`src/rtl/nbus_pkg.sv`:
```
package nbus_pkg;

    typedef enum logic [2:0] {
        CYC_MRD   = 3'd0,
        CYC_MWR   = 3'd1,
        CYC_FETCH = 3'd2,
        CYC_IORD  = 3'd3,
        CYC_IOWR  = 3'd4,
        CYC_INTA  = 3'd5
    } cyc_e;

    typedef enum logic [2:0] {
        ST_REST,
        ST_ADDR,
        ST_STRB,
        ST_DATA,
        ST_IDLE
    } st_e;

    function automatic logic cyc_legal(input logic [2:0] code);
        return code <= 3'd5;
    endfunction

    function automatic logic cyc_is_io(input cyc_e c);
        return (c == CYC_IORD) || (c == CYC_IOWR);
    endfunction

    function automatic logic cyc_is_wr(input cyc_e c);
        return (c == CYC_MWR) || (c == CYC_IOWR);
    endfunction

    function automatic logic cyc_is_rd(input cyc_e c);
        return (c == CYC_MRD) || (c == CYC_FETCH) || (c == CYC_IORD);
    endfunction

endpackage

```
`src/rtl/nbus_fsm.sv`:
```
module nbus_fsm
    import nbus_pkg::*;
#(
    parameter int BYTES = 2,
    localparam int IDX_W = (BYTES > 1) ? $clog2(BYTES) : 1
) (
    input  logic             clk,
    input  logic             rst_n,
    input  logic             req_valid,
    input  logic [2:0]       req_type,
    input  logic             req_word,
    output st_e              state,
    output cyc_e             cyc,
    output logic [IDX_W-1:0] idx,
    output logic             last,
    output logic             accept
);

    st_e              state_n;
    logic             word_q;
    logic [IDX_W-1:0] idx_n;

    assign accept = (state == ST_REST) && req_valid && cyc_legal(req_type);
    assign last   = word_q ? (idx == IDX_W'(BYTES - 1)) : (idx == '0);

    always_comb begin
        state_n = state;
        idx_n   = idx;
        unique case (state)
            ST_REST: begin
                if (accept) begin
                    state_n = ST_ADDR;
                    idx_n   = '0;
                end
            end
            ST_ADDR: state_n = ST_STRB;
            ST_STRB: state_n = ST_DATA;
            ST_DATA: state_n = ST_IDLE;
            ST_IDLE: begin
                if (last) begin
                    state_n = ST_REST;
                end else begin
                    state_n = ST_ADDR;
                    idx_n   = idx + IDX_W'(1);
                end
            end
            default: state_n = ST_REST;
        endcase
    end

    always_ff @(posedge clk or negedge rst_n) begin
        if (!rst_n) begin
            state  <= ST_REST;
            idx    <= '0;
            cyc    <= CYC_MRD;
            word_q <= 1'b0;
        end else begin
            state <= state_n;
            idx   <= idx_n;
            if (accept) begin
                cyc    <= cyc_e'(req_type);
                word_q <= req_word;
            end
        end
    end

endmodule

```
`src/rtl/nbus_addr_gen.sv`:
```
module nbus_addr_gen
    import nbus_pkg::*;
#(
    parameter int ADDR_W  = 20,
    parameter int PORT_W  = 16,
    parameter int DPORT_W = 8,
    parameter int IDX_W   = 1
) (
    input  logic              clk,
    input  logic              rst_n,
    input  logic              accept,
    input  logic [ADDR_W-1:0] req_addr,
    input  logic              req_ind,
    input  cyc_e              cyc,
    input  logic [IDX_W-1:0]  idx,
    output logic [ADDR_W-1:0] addr
);

    logic [ADDR_W-1:0] base_q;
    logic              ind_q;
    logic [PORT_W-1:0] port_base;
    logic [PORT_W-1:0] port_cur;
    logic [ADDR_W-1:0] mem_cur;

    always_ff @(posedge clk or negedge rst_n) begin
        if (!rst_n) begin
            base_q <= '0;
            ind_q  <= 1'b0;
        end else if (accept) begin
            base_q <= req_addr;
            ind_q  <= req_ind;
        end
    end

    always_comb begin
        if (ind_q) port_base = base_q[PORT_W-1:0];
        else       port_base = PORT_W'(base_q[DPORT_W-1:0]);
        port_cur = port_base + PORT_W'(idx);
        mem_cur  = base_q + ADDR_W'(idx);
    end

    always_comb begin
        if (cyc == CYC_INTA)    addr = '0;
        else if (cyc_is_io(cyc)) addr = ADDR_W'(port_cur);
        else                     addr = mem_cur;
    end

endmodule

```
`src/rtl/nbus_lane.sv`:
```
module nbus_lane #(
    parameter int DATA_W = 8,
    parameter int BYTES  = 2,
    parameter int IDX_W  = 1,
    localparam int WORD_W = DATA_W * BYTES
) (
    input  logic              clk,
    input  logic              rst_n,
    input  logic              accept,
    input  logic [WORD_W-1:0] req_wdata,
    input  logic [IDX_W-1:0]  idx,
    input  logic              cap,
    input  logic [DATA_W-1:0] bus_din,
    output logic [DATA_W-1:0] dout,
    output logic [WORD_W-1:0] rdata
);

    logic [WORD_W-1:0] wdata_q;

    always_ff @(posedge clk or negedge rst_n) begin
        if (!rst_n)      wdata_q <= '0;
        else if (accept) wdata_q <= req_wdata;
    end

    assign dout = wdata_q[idx*DATA_W +: DATA_W];

    for (genvar g = 0; g < BYTES; g++) begin : g_lane
        always_ff @(posedge clk or negedge rst_n) begin
            if (!rst_n)
                rdata[g*DATA_W +: DATA_W] <= '0;
            else if (accept)
                rdata[g*DATA_W +: DATA_W] <= '0;
            else if (cap && (idx == IDX_W'(g)))
                rdata[g*DATA_W +: DATA_W] <= bus_din;
        end
    end

endmodule

```
`src/rtl/nbus_seq.sv`:
```
module nbus_seq
    import nbus_pkg::*;
#(
    parameter int ADDR_W  = 20,
    parameter int PORT_W  = 16,
    parameter int DPORT_W = 8,
    parameter int DATA_W  = 8,
    parameter int BYTES   = 2,
    localparam int WORD_W = DATA_W * BYTES,
    localparam int IDX_W  = (BYTES > 1) ? $clog2(BYTES) : 1
) (
    input  logic              clk,
    input  logic              rst_n,
    input  logic              req_valid,
    input  logic [2:0]        req_type,
    input  logic              req_word,
    input  logic [ADDR_W-1:0] req_addr,
    input  logic              req_ind,
    input  logic [WORD_W-1:0] req_wdata,
    output logic              busy,
    output logic              done,
    output logic [WORD_W-1:0] rdata,
    output logic [ADDR_W-1:0] bus_addr,
    output logic              bus_ale,
    output logic              bus_rd,
    output logic              bus_wr,
    output logic              bus_inta,
    output logic              bus_io,
    output logic              bus_fetch,
    output logic [DATA_W-1:0] bus_dout,
    output logic              bus_doe,
    input  logic [DATA_W-1:0] bus_din
);

    st_e              state;
    cyc_e             cyc;
    logic [IDX_W-1:0] idx;
    logic             last;
    logic             accept;
    logic [ADDR_W-1:0] gen_addr;
    logic             cap;

    nbus_fsm #(.BYTES(BYTES)) u_fsm (
        .clk(clk), .rst_n(rst_n), .req_valid(req_valid), .req_type(req_type),
        .req_word(req_word), .state(state), .cyc(cyc), .idx(idx),
        .last(last), .accept(accept)
    );

    nbus_addr_gen #(
        .ADDR_W(ADDR_W), .PORT_W(PORT_W), .DPORT_W(DPORT_W), .IDX_W(IDX_W)
    ) u_addr (
        .clk(clk), .rst_n(rst_n), .accept(accept), .req_addr(req_addr),
        .req_ind(req_ind), .cyc(cyc), .idx(idx), .addr(gen_addr)
    );

    assign cap = (state == ST_DATA) && (cyc_is_rd(cyc) || (cyc == CYC_INTA));

    nbus_lane #(.DATA_W(DATA_W), .BYTES(BYTES), .IDX_W(IDX_W)) u_lane (
        .clk(clk), .rst_n(rst_n), .accept(accept), .req_wdata(req_wdata),
        .idx(idx), .cap(cap), .bus_din(bus_din), .dout(bus_dout), .rdata(rdata)
    );

    always_comb begin
        logic strobe;
        busy      = (state != ST_REST);
        strobe    = (state == ST_STRB) || (state == ST_DATA);
        bus_ale   = 1'b0;
        bus_rd    = 1'b0;
        bus_wr    = 1'b0;
        bus_inta  = 1'b0;
        bus_doe   = 1'b0;
        done      = 1'b0;
        bus_io    = busy && cyc_is_io(cyc);
        bus_fetch = busy && (cyc == CYC_FETCH);
        bus_addr  = busy ? gen_addr : '0;
        unique case (state)
            ST_REST: ;
            ST_ADDR: bus_ale = 1'b1;
            ST_STRB, ST_DATA: begin
                bus_rd   = strobe && cyc_is_rd(cyc);
                bus_wr   = strobe && cyc_is_wr(cyc);
                bus_inta = strobe && (cyc == CYC_INTA);
                bus_doe  = strobe && cyc_is_wr(cyc);
            end
            ST_IDLE: done = last;
            default: ;
        endcase
    end

endmodule

```
`config.mk`:
```
export PLATFORM = sky130hd
export DESIGN_NAME = nbus_seq
export DESIGN_NICKNAME = d
export VERILOG_FILES = /design/src/rtl/nbus_pkg.sv /design/src/rtl/nbus_fsm.sv /design/src/rtl/nbus_addr_gen.sv /design/src/rtl/nbus_lane.sv /design/src/rtl/nbus_seq.sv
export SDC_FILE = /design/constraint.sdc
export NUM_CORES = 1
export LEC_CHECK = 0
export BUFFER_PORTS_ARGS = -buffer_cell sky130_fd_sc_hd__buf_2
export CELL_PAD_IN_SITES_DETAIL_PLACEMENT = 0
export CELL_PAD_IN_SITES_GLOBAL_PLACEMENT = 2
export CORE_ASPECT_RATIO = 1.4
export CORE_UTILIZATION = 33
export CTS_CLUSTER_SIZE = 14
export DETAILED_ROUTE_END_ITERATION = 10
export HOLD_SLACK_MARGIN = 0.02
export PLACE_DENSITY = 0.9
export SLEW_MARGIN = 0
export SYNTH_ARGS = -nofsm -noshare
export SYNTH_HDL_FRONTEND = slang
export SYNTH_SLANG_ARGS = --single-unit
```
`constraint.sdc`:
```
create_clock -name clk -period 3.5 [get_ports clk]
set_input_delay 0.175 -clock clk [delete_from_list [all_inputs] [get_ports clk]]
set_output_delay 0.175 -clock clk [all_outputs]
set_load 0.02 [all_outputs]
```
* Word level (Yosys, flattened, before mapping)
Index checks and enable logic that the tools add are counted.
** Storage, ports and cells
- Flip-flop bits (word level) :: 61
- Bits of input ports :: 52
- Output and inout port bits :: 53
- Word-level logic and storage cells :: 70
** Operators by class
- Add/sub/neg operators :: 3
- Magnitude comparators :: 1
- Equality and inequality tests :: 11
- Shift-type cells :: 1
- Muxes and demuxes :: 20
- Bitwise operators :: 1
- Reduce and logical (&&, ||, !) cells :: 24
** Operator list (count)
- $mux W20 :: 3
- $mux W8 :: 4
- $add A20 B1 Y20 :: 1
- $add A16 B1 Y16 :: 1
- $mux W16 :: 1
- $shiftx A16 B5 Y8 :: 1
- $pmux W3 S5 :: 1
- $eq A3 B2 Y1 const B :: 4
- $logic_and A1 B1 Y1 :: 10
- $eq A3 B3 Y1 const B :: 3
- $mux W1 :: 9
- $eq A3 B1 Y1 const B :: 2
- $logic_not A3 Y1 :: 2
- $logic_or A1 B1 Y1 :: 6
- $reduce_bool A2 Y1 :: 3
- $ne A2 B2 Y1 const B :: 2
- $le A3 B3 Y1 const B :: 1
- $mux W3 :: 1
- $reduce_and A3 Y1 :: 1
- $reduce_bool A3 Y1 :: 1
- $pmux W1 S2 :: 1
- $reduce_or A2 Y1 :: 1
- $add A1 B1 Y1 const B :: 1
- $not A1 Y1 :: 1

* Longest topological paths before layout
Gate-level depths: netlist of run 1.
- Depth after elaboration :: 8
- Depth in mapped cells :: 7
- Depth with buffers taken out :: 5

* Hierarchy
Synthesis of run 1 repeated with hierarchy kept, for this count alone.
** Unflattened totals
- Cell total of the unflattened synthesis :: 309
- Area, all modules :: 3442.1 µm²
** By module, submodules not included
- nbus_lane :: instances 1, cells an instance 105, area an instance 1457.6 µm², sequential area each 800.8 µm²
- nbus_addr_gen :: instances 1, cells an instance 136, area an instance 1341.3 µm², sequential area each 525.5 µm²
- nbus_fsm :: instances 1, cells an instance 27, area an instance 341.6 µm², sequential area each 200.2 µm²
- nbus_seq :: instances 1, cells an instance 41, area an instance 301.5 µm², sequential area each 0.0 µm²

* Worst setup path before layout of run 1
OpenSTA, ideal clock, no wires.
- Path kind :: register -> output
- Start point :: reg u_addr.base_q[3]
- End point :: out bus_addr[17]
- Arrival time :: 2.083 ns
- Data required time :: 3.325 ns
- Slack :: 1.242 ns
- Cell stages (with the launch flop) :: 6
- Path buffers :: 1
- Cell sequence :: dfrtp_1 > nand3_4 > or4_1 > buf_2 > or4_1 > a21oi_1
** On the way
- Word-level cells in the longest chain between the ends :: 4
** RTL lines
- from (decl) :: RTL line nbus_addr_gen.sv:19 : logic [ADDR_W-1:0] base_q;
- from (signal assigned) :: RTL line nbus_addr_gen.sv:30 : base_q <= req_addr;
- $add A20 B1 Y20 :: RTL line nbus_addr_gen.sv:39 : mem_cur = base_q + ADDR_W'(idx);
- $mux W20 :: RTL line nbus_addr_gen.sv:44 : else if (cyc_is_io(cyc)) addr = ADDR_W'(port_cur);
- $mux W20 :: RTL line nbus_addr_gen.sv:43 : if (cyc == CYC_INTA) addr = '0;
- $mux W20 :: RTL line nbus_seq.sv:75 : bus_addr = busy ? gen_addr : '0;
- to (decl) :: RTL line nbus_seq.sv:23 : output logic [ADDR_W-1:0] bus_addr,
Every way passes these cells.

* Final worst setup path of run 1
- Start point :: reg u_fsm.idx
- End point :: out bus_addr[14]
** On the way
- Word-level cells in the longest chain between the ends :: 4
- Elaborated cells between the ends (all ways) :: 5
- Those cells by class :: 2 x add/sub; 3 x mux
** RTL lines
- from (decl) :: RTL line nbus_fsm.sv:14 : output logic [IDX_W-1:0] idx,
- from (signal assigned) :: RTL line nbus_fsm.sv:59 : idx <= idx_n;
- $add A20 B1 Y20 or $add A16 B1 Y16 (tied branches) :: RTL line nbus_addr_gen.sv:39, nbus_addr_gen.sv:38
- $mux W20 (*) :: RTL line nbus_addr_gen.sv:44
- $mux W20 (*) :: RTL line nbus_addr_gen.sv:43
- $mux W20 (*) :: RTL line nbus_seq.sv:75
Every way passes the cells marked *; elsewhere a longest branch is shown, timed or not.

==> flow_metrics.env, run 1 <==
export IMPL_outcome="finished clean"
export IMPL_fin_worst_hold_slack_ns=0.02212
export IMPL_initial_core_util_pct=34.53
export IMPL_grt_pass1_vias=2534
export IMPL_die_area_um2=9955
export IMPL_worstPathRequired_ns=3.32
export IMPL_cts_root_buf="clkbuf_16"
export IMPL_cp_arrival_ns=2.64
export IMPL_ir_drop_uv=387.0
export IMPL_vias_per_cell=4.895
export IMPL_route_detailed_drc=0
export IMPL_cp_max_fo=14
export IMPL_fillers=908
export IMPL_die_w_um=84.61
export IMPL_syn_area_um2=3153
export IMPL_num_rows=41
export IMPL_cts_repair_resized=0
export IMPL_final_common_cell="buf_2"
export IMPL_path_cells="ha_1, nand3_1, or3_2, or3_1, a21oi_1, buf_2"
export IMPL_slowest_stage="dfrtp_1"
export IMPL_synth_nets=346
export IMPL_drt_initial_drc_count=75
export IMPL_fin_util_pct=44.57
export IMPL_async_flop_share_pct=100.0
export IMPL_path_class="flip-flop to output port"
export IMPL_setup_viol=0
export IMPL_worst_slew_pin_slew_ns=1.024
export IMPL_gp_congestion=0.7763
export IMPL_cts_hold_fix_buffers=0
export IMPL_drt_pass1_iter_count=6
export IMPL_final_nets=449
export IMPL_ant_nets=0
export IMPL_max_stage_delay_ns=0.70
export IMPL_yosysTopAreaCell="dfrtp_1"
export IMPL_slew_viol_final=0
export IMPL_wl_per_cell_um=14.52
export IMPL_worstSetupStartpointType="flip-flop"
export IMPL_syn_to_final_growth_pct=29.09
export IMPL_clock_path_buffers=2
export IMPL_grt_pass1_wl_mm=12.30
export IMPL_io_pins=105
export IMPL_tns_ns=0
export IMPL_power_per_cell_area_nw_per_um2=1021
export IMPL_netlist_instances=292
export IMPL_ys_seq_elements=61
export IMPL_yosys_warnings=0
export IMPL_dpl_hpwl_mm=5.420
export IMPL_yosys_top_cells_area="dfrtp_1 (48%), mux2_2 (17%), mux2i_1 (5.4%), nand2_1 (4.0%), xnor2_1 (2.8%)"
export IMPL_portBuffers=104
export IMPL_synth_cell_types=41
export IMPL_finalCritPeriodShare_pct=80.41
export IMPL_drive_gt1_share_pct=44.00
export IMPL_dp_cells=491
export IMPL_final_cell_mix="buf_2 (104), dfrtp_1 (61), mux2_2 (47)"
export IMPL_p_leak_nw=1.971
export IMPL_grt_max_degree=52
export IMPL_wl_mm=7.364
export IMPL_end_kind="output port"
export IMPL_vias=2482
export IMPL_grt_util_all_layers_pct=15.90
export IMPL_die_y_um=117.7
export IMPL_cap_violations=0
export IMPL_avgSynthCellArea_um2=10.80
export IMPL_core_um2=9131
export IMPL_antenna_found_initial=0
export IMPL_grt_ovfl_total=0
export IMPL_clk_pin_slew_worst_paths_ns=0.05
export IMPL_postCtsSetupRepairBufs=0
export IMPL_synth_top_cell_area_share_pct=48.41
export IMPL_period_needed_ns=2.814
export IMPL_yosys_most_used_dff="dfrtp_1"
export IMPL_skew_ns=0.007158
export IMPL_ctsHtreeMaxLevel=3
export IMPL_hold_viol_final=0
export IMPL_min_delay_path_class="input pin to asynchronous set/reset pin"
export IMPL_cts_tree="yes"
export IMPL_relSlewSlack_pct=31.72
export IMPL_synth_edf_count=0
export IMPL_stdcell_count=507
export IMPL_fmax_mhz=355.3
export IMPL_cts_sinks=61
export IMPL_antenna_cells=0
export IMPL_clk_latency_ns=0.33
export IMPL_seq_area_frac_synth_pct=48.41
export IMPL_cts_buffers=9
export IMPL_rsz0062_at_grt="no"
-- path summary, 6_finish.rpt --
check / end / depth (start not counted) / start / slack [ns]
min reg2reg: u_lane.wdata_q[1] / 1 / u_lane.wdata_q[1] / 0.50
max reg2reg: u_fsm.cyc[0] / 5 / u_fsm.state[2] / 1.54
max: bus_addr[14] / 6 / u_fsm.idx / 0.69
min: u_lane.wdata_q[14] / 1 / rst_n / 0.02
min in group clk: u_lane.wdata_q[1] / 2 / req_wdata[1] / 0.08
max in group asynchronous: u_lane.rdata[4] / 2 / rst_n / 2.65
-- cells in the mapped netlist (4+ instances only) --
cell type  count
dfrtp_1       61
clkbuf_1      10
nor3_1         5
mux2i_1       17
inv_1         10
a21oi_1       10
nand4_1        4
nor2_1        17
mux2_2        47
or3_1          4
nor4_1         5
nand3_1        6
o21ai_0        7
nand2_1       34
nand2b_1       4
xnor2_1       10
-- layout make-up --
type / instances / area (um^2) / area share [%]
Sequential cell: 61 / 1526 / 37.50
Multi-Input combinational cell: 206 / 1528 / 37.53
Timing Repair Buffer: 107 / 543.0 / 13.34
Inverter: 10 / 37.54 / 0.9222
Tap cell: 107 / 133.9 / 3.289
Clock buffer: 11 / 242.7 / 5.964
Clock inverter: 5 / 58.81 / 1.445
-- power by group --
part | switching (W) | leakage (nW) | internal (W) | total, W
registers | 0.000337 | 0.753 | 0.00103 | 0.00137
clock network | 0.000308 | 0.142 | 0.000571 | 0.000878
logic | 0.00108 | 1.08 | 0.000826 | 0.00191
total | 0.00173 | 1.97 | 0.00243 | 0.00416
-- stage by stage --
step,setup WS (ns),power (W),cell area (um^2)
final,0.6855,0.004157,4070
after global routing,0.4908,0.004458,4070
after CTS,0.6054,0.004235,4070
after detailed placement,0.9842,0.003329,3769
after global placement,1.006,0.003289,3769
after floorplan,1.242,0.002702,3153
-- registers in the layout (all words and copies together) (netlist names) --
register,count
u_addr.base_q,20
u_fsm.cyc,3
u_addr.ind_q,1
u_lane.rdata,16
u_fsm.state,3
u_lane.wdata_q,16
u_fsm.idx,1
u_fsm.word_q,1
-- logic make-up (layout without fill, tap and decap cells) --
group,after synthesis,in the layout,share of synthesized area [%]
flip-flops,61,61,48.41
XOR/XNOR,13,13,3.611
buffers and inverters,25,133,3.214
multiplexers,64,64,22.18
adder cells (fa/ha/maj),2,2,0.7935
AO/OA/AOI/OAI,27,27,5.278
AND/OR/NAND/NOR,100,100,16.51
-- layer usage --
layer | vias up | track usage, % | wire [um]
met5 | - | 0 | 0
met4 | 0 | 6.674 | 126
met3 | 9 | 5.049 | 495
met2 | 79 | 27.34 | 3780
met1 | 1165 | 17.98 | 2961
li1 | 1229 | - | -
-- worst max-delay path, delay by kind of cell, from the launching register on --
kind	cells	cell delay, ns
adders and majority gates	1	0.28
and+or+nand+nor	3	0.99
DFF	1	0.70
AOI/OAI and AO/OA	1	0.17
buffers and inverters	1	0.19
Note: power is estimated with default switching activity, not from simulation.
==> inputs of run 2 (changes only) <==
--- a/config.mk
+++ b/config.mk
@@ -9,11 +9,11 @@
 export CELL_PAD_IN_SITES_DETAIL_PLACEMENT = 0
 export CELL_PAD_IN_SITES_GLOBAL_PLACEMENT = 2
 export CORE_ASPECT_RATIO = 1.4
-export CORE_UTILIZATION = 33
+export CORE_UTILIZATION = 31
 export CTS_CLUSTER_SIZE = 14
 export DETAILED_ROUTE_END_ITERATION = 10
 export HOLD_SLACK_MARGIN = 0.02
-export PLACE_DENSITY = 0.9
+export PLACE_DENSITY = 0.86
 export SLEW_MARGIN = 0
 export SYNTH_ARGS = -nofsm -noshare
 export SYNTH_HDL_FRONTEND = slang
==> constraint.sdc (replaced) <==
create_clock -name clk -period 2.95 [get_ports clk]
set_input_delay 0.1475 -clock clk [delete_from_list [all_inputs] [get_ports clk]]
set_output_delay 0.1475 -clock clk [all_outputs]
set_load 0.02 [all_outputs]
==> run 2 against run 1 <==
  * Global-route usage is 0.35 points lower
  * Total power is 21% higher
  * Non-clock buffer count is 3 higher
  * Sequential share of layout area is 0.75 points lower
  * Sequential power is 17% higher
  * Via count is 1.2% higher
  * Sequential cell count stayed put
  * Combinational power is 20% higher
  * Final area is 2.0% higher
  * Utilization is 2.6 points lower
  * Cell count is 6.1% higher
  * Die area is 6.3% higher
  * Largest power group unchanged
  * Highest routed layer unchanged
==> flow_metrics.env, run 2 (synthesis results as in run 1) <==
export IMPL_r2r_end="u_lane.rdata[3]"
export IMPL_initial_core_util_pct=31.85
export IMPL_final_common_cell="buf_2"
export IMPL_cts_tree="yes"
export IMPL_gp_congestion=0.8109
export IMPL_final_nets=452
export IMPL_hold_viol_final=0
export IMPL_p_int_w=0.002960
export IMPL_cp_max_fo=10
export IMPL_drive_gt1_share_pct=44.42
export IMPL_cts_repair_resized=0
export IMPL_worstPathRequired_ns=2.80
export IMPL_holdPathStages=2
export IMPL_portBuffers=104
export IMPL_r2r_cells=4
export IMPL_tns_ns=0
export IMPL_pre_cts_ws_ns=0.6500
export IMPL_antenna_cells=0
export IMPL_syn_to_final_growth_pct=31.71
export IMPL_largest_register="u_addr.base_q"
export IMPL_clk_pin_slew_worst_paths_ns=0.05
export IMPL_p_leak_nw=1.999
export IMPL_drt_initial_drc_count=75
export IMPL_hp_start="req_wdata[4]"
export IMPL_period_needed_ns=2.638
export IMPL_io_pins=105
export IMPL_antenna_found_initial=0
export IMPL_critPathTopFamily="simple AND/OR/NAND/NOR gates"
export IMPL_grt_util_all_layers_pct=15.55
export IMPL_cap_violations=0
export IMPL_slowest_stage="or4_1"
export IMPL_wl_mm=7.606
export IMPL_setup_viol=0
export IMPL_fillers=1046
export IMPL_num_rows=43
export IMPL_cp_arrival_ns=2.49
export IMPL_die_w_um=87.24
export IMPL_slew_viol_final=0
export IMPL_cts_root_buf="clkbuf_16"
export IMPL_p_switching_w=0.002067
export IMPL_worst_slew_pin_slew_ns=0.5544
export IMPL_ant_nets=0
export IMPL_fin_ws_ns=0.3123
export IMPL_cpMostUsedCell="or4_1"
export IMPL_max_stage_delay_ns=0.69
export IMPL_grt_ovfl_total=0
export IMPL_ir_drop_uv=503.3
export IMPL_path_class="flip-flop to output port"
export IMPL_fmax_mhz=379.1
export IMPL_rsz0062_at_grt="no"
export IMPL_final_cell_mix="buf_2 (104), dfrtp_1 (61), mux2_2 (47)"
export IMPL_die_area_um2=10580
export IMPL_outcome="finished clean"
export IMPL_reg2reg_from="u_fsm.cyc[0]"
export IMPL_worst_path_buf_inv=1
export IMPL_vias=2512
export IMPL_seq_power_share_pct=31.8
export IMPL_p_clk_share_pct=22.3
export IMPL_cp_depth=5
export IMPL_worstSetupStartpointType="flip-flop"
export IMPL_grt_pass1_wl_mm=12.34
export IMPL_clock_path_buffers=2
export IMPL_path_cells="nand3_4, or4_1, or4_1, a21oi_1, buf_2"
export IMPL_relSlewSlack_pct=62.93
export IMPL_grt_pass1_vias=2594
export IMPL_die_y_um=121.3
export IMPL_route_detailed_drc=0
export IMPL_cts_sinks=61
export IMPL_grt_max_degree=40
export IMPL_cts_buffers=9
export IMPL_largest_reg_flops=20
export IMPL_ctsHtreeMaxLevel=3
export IMPL_clk_latency_ns=0.32
export IMPL_sw_frac_of_total_pct=41.12
export IMPL_wl_per_cell_um=14.14
export IMPL_skew_ns=0.004499
export IMPL_vias_per_cell=4.669
export IMPL_hold_end="u_lane.wdata_q[4]"
export IMPL_combPwrFrac_pct=45.8
export IMPL_power_per_cell_area_nw_per_um2=1211
export IMPL_core_um2=9899
export IMPL_end_kind="output port"
export IMPL_min_delay_path_class="input pin to flip-flop"
export IMPL_finalCritPeriodShare_pct=89.41
export IMPL_dpl_hpwl_mm=5.713
export IMPL_drt_pass1_iter_count=4
export IMPL_r2r_setup_slack_ns=1.17
export IMPL_largestRegisters="u_addr.base_q (20), u_lane.rdata (16), u_lane.wdata_q (16)"
## run 2: cell types whose count changed in the layout (fill, tap and decap cells not counted), sizes merged
cell         change
buf              +2
bufinv           +1
clkbuf           -2
clkinv           +2
clkinvlp         -1
dlygate4sd3      +1
## run 2: metrics by stage
| step | area, um^2 | std cells | util, % | hold WS (ns) | power, W |
|---|---|---|---|---|---|
| floorplan | 3153 | 292 | - | -0.1481 | 0.003206 |
| global placement | 3819 | 521 | 38.57 | 0.1420 | 0.003910 |
| detailed placement | 3819 | 521 | 38.57 | 0.1458 | 0.003959 |
| CTS | 4153 | 538 | 41.95 | 0.03351 | 0.005124 |
| global route | 4153 | 538 | 41.95 | 0.03883 | 0.005397 |
| finish | 4153 | 538 | 41.95 | 0.04956 | 0.005028 |
## run 2: cell type report
class / count / area (um^2) / area share [%]
clock buffers: 9 / 225.2 / 5.423
clock inverters: 7 / 98.84 / 2.380
inverters: 10 / 37.54 / 0.9039
multi-input cells: 206 / 1528 / 36.79
flip-flops and latches: 61 / 1526 / 36.76
well taps: 135 / 168.9 / 4.067
repair buffers: 110 / 568.0 / 13.68
## run 2: routing by layer
metal  wire (um)  vias up  global-route usage [%]
li1            -     1239                       -
met1        3087     1188                   17.20
met2        3977       76                   28.00
met3         425        9                   3.946
met4         116        0                   6.148
met5           0        -                       0
## run 2: repair_timing
item / in CTS / in global routing
hold buffers: 1 / 0
hold endpoints to repair: 22 / 0
setup buffers: 0 / 0
## run 2: worst max-delay path by stage
stage,slack (ns),startpoint,end
global placement,0.70,u_addr.base_q[3],bus_addr[19]
floorplan,0.72,u_addr.base_q[3],bus_addr[17]
finish,0.31,u_addr.base_q[3],bus_addr[17]
detailed placement,0.65,u_addr.base_q[3],bus_addr[17]
CTS,0.28,u_addr.base_q[3],bus_addr[17]
global route,0.21,u_addr.base_q[3],bus_addr[17]
## run 2: worst reg2reg max path, stage by stage, from the launching register on
cell,delay [ns]
dfrtp_1,0.49
nor2b_1,0.28
xnor2_1,0.17
and3b_1,0.51
mux2i_1,0.25
## run 2: power by group through the flow
stage,Combinational [W],Clock [W],Sequential [W]
after global routing,0.00253,0.00119,0.00167
final,0.00230,0.00112,0.00160
after floorplan,0.00163,0,0.00158
after detailed placement,0.00234,0,0.00161
after CTS,0.00235,0.00117,0.00161
after global placement,0.00232,0,0.00159
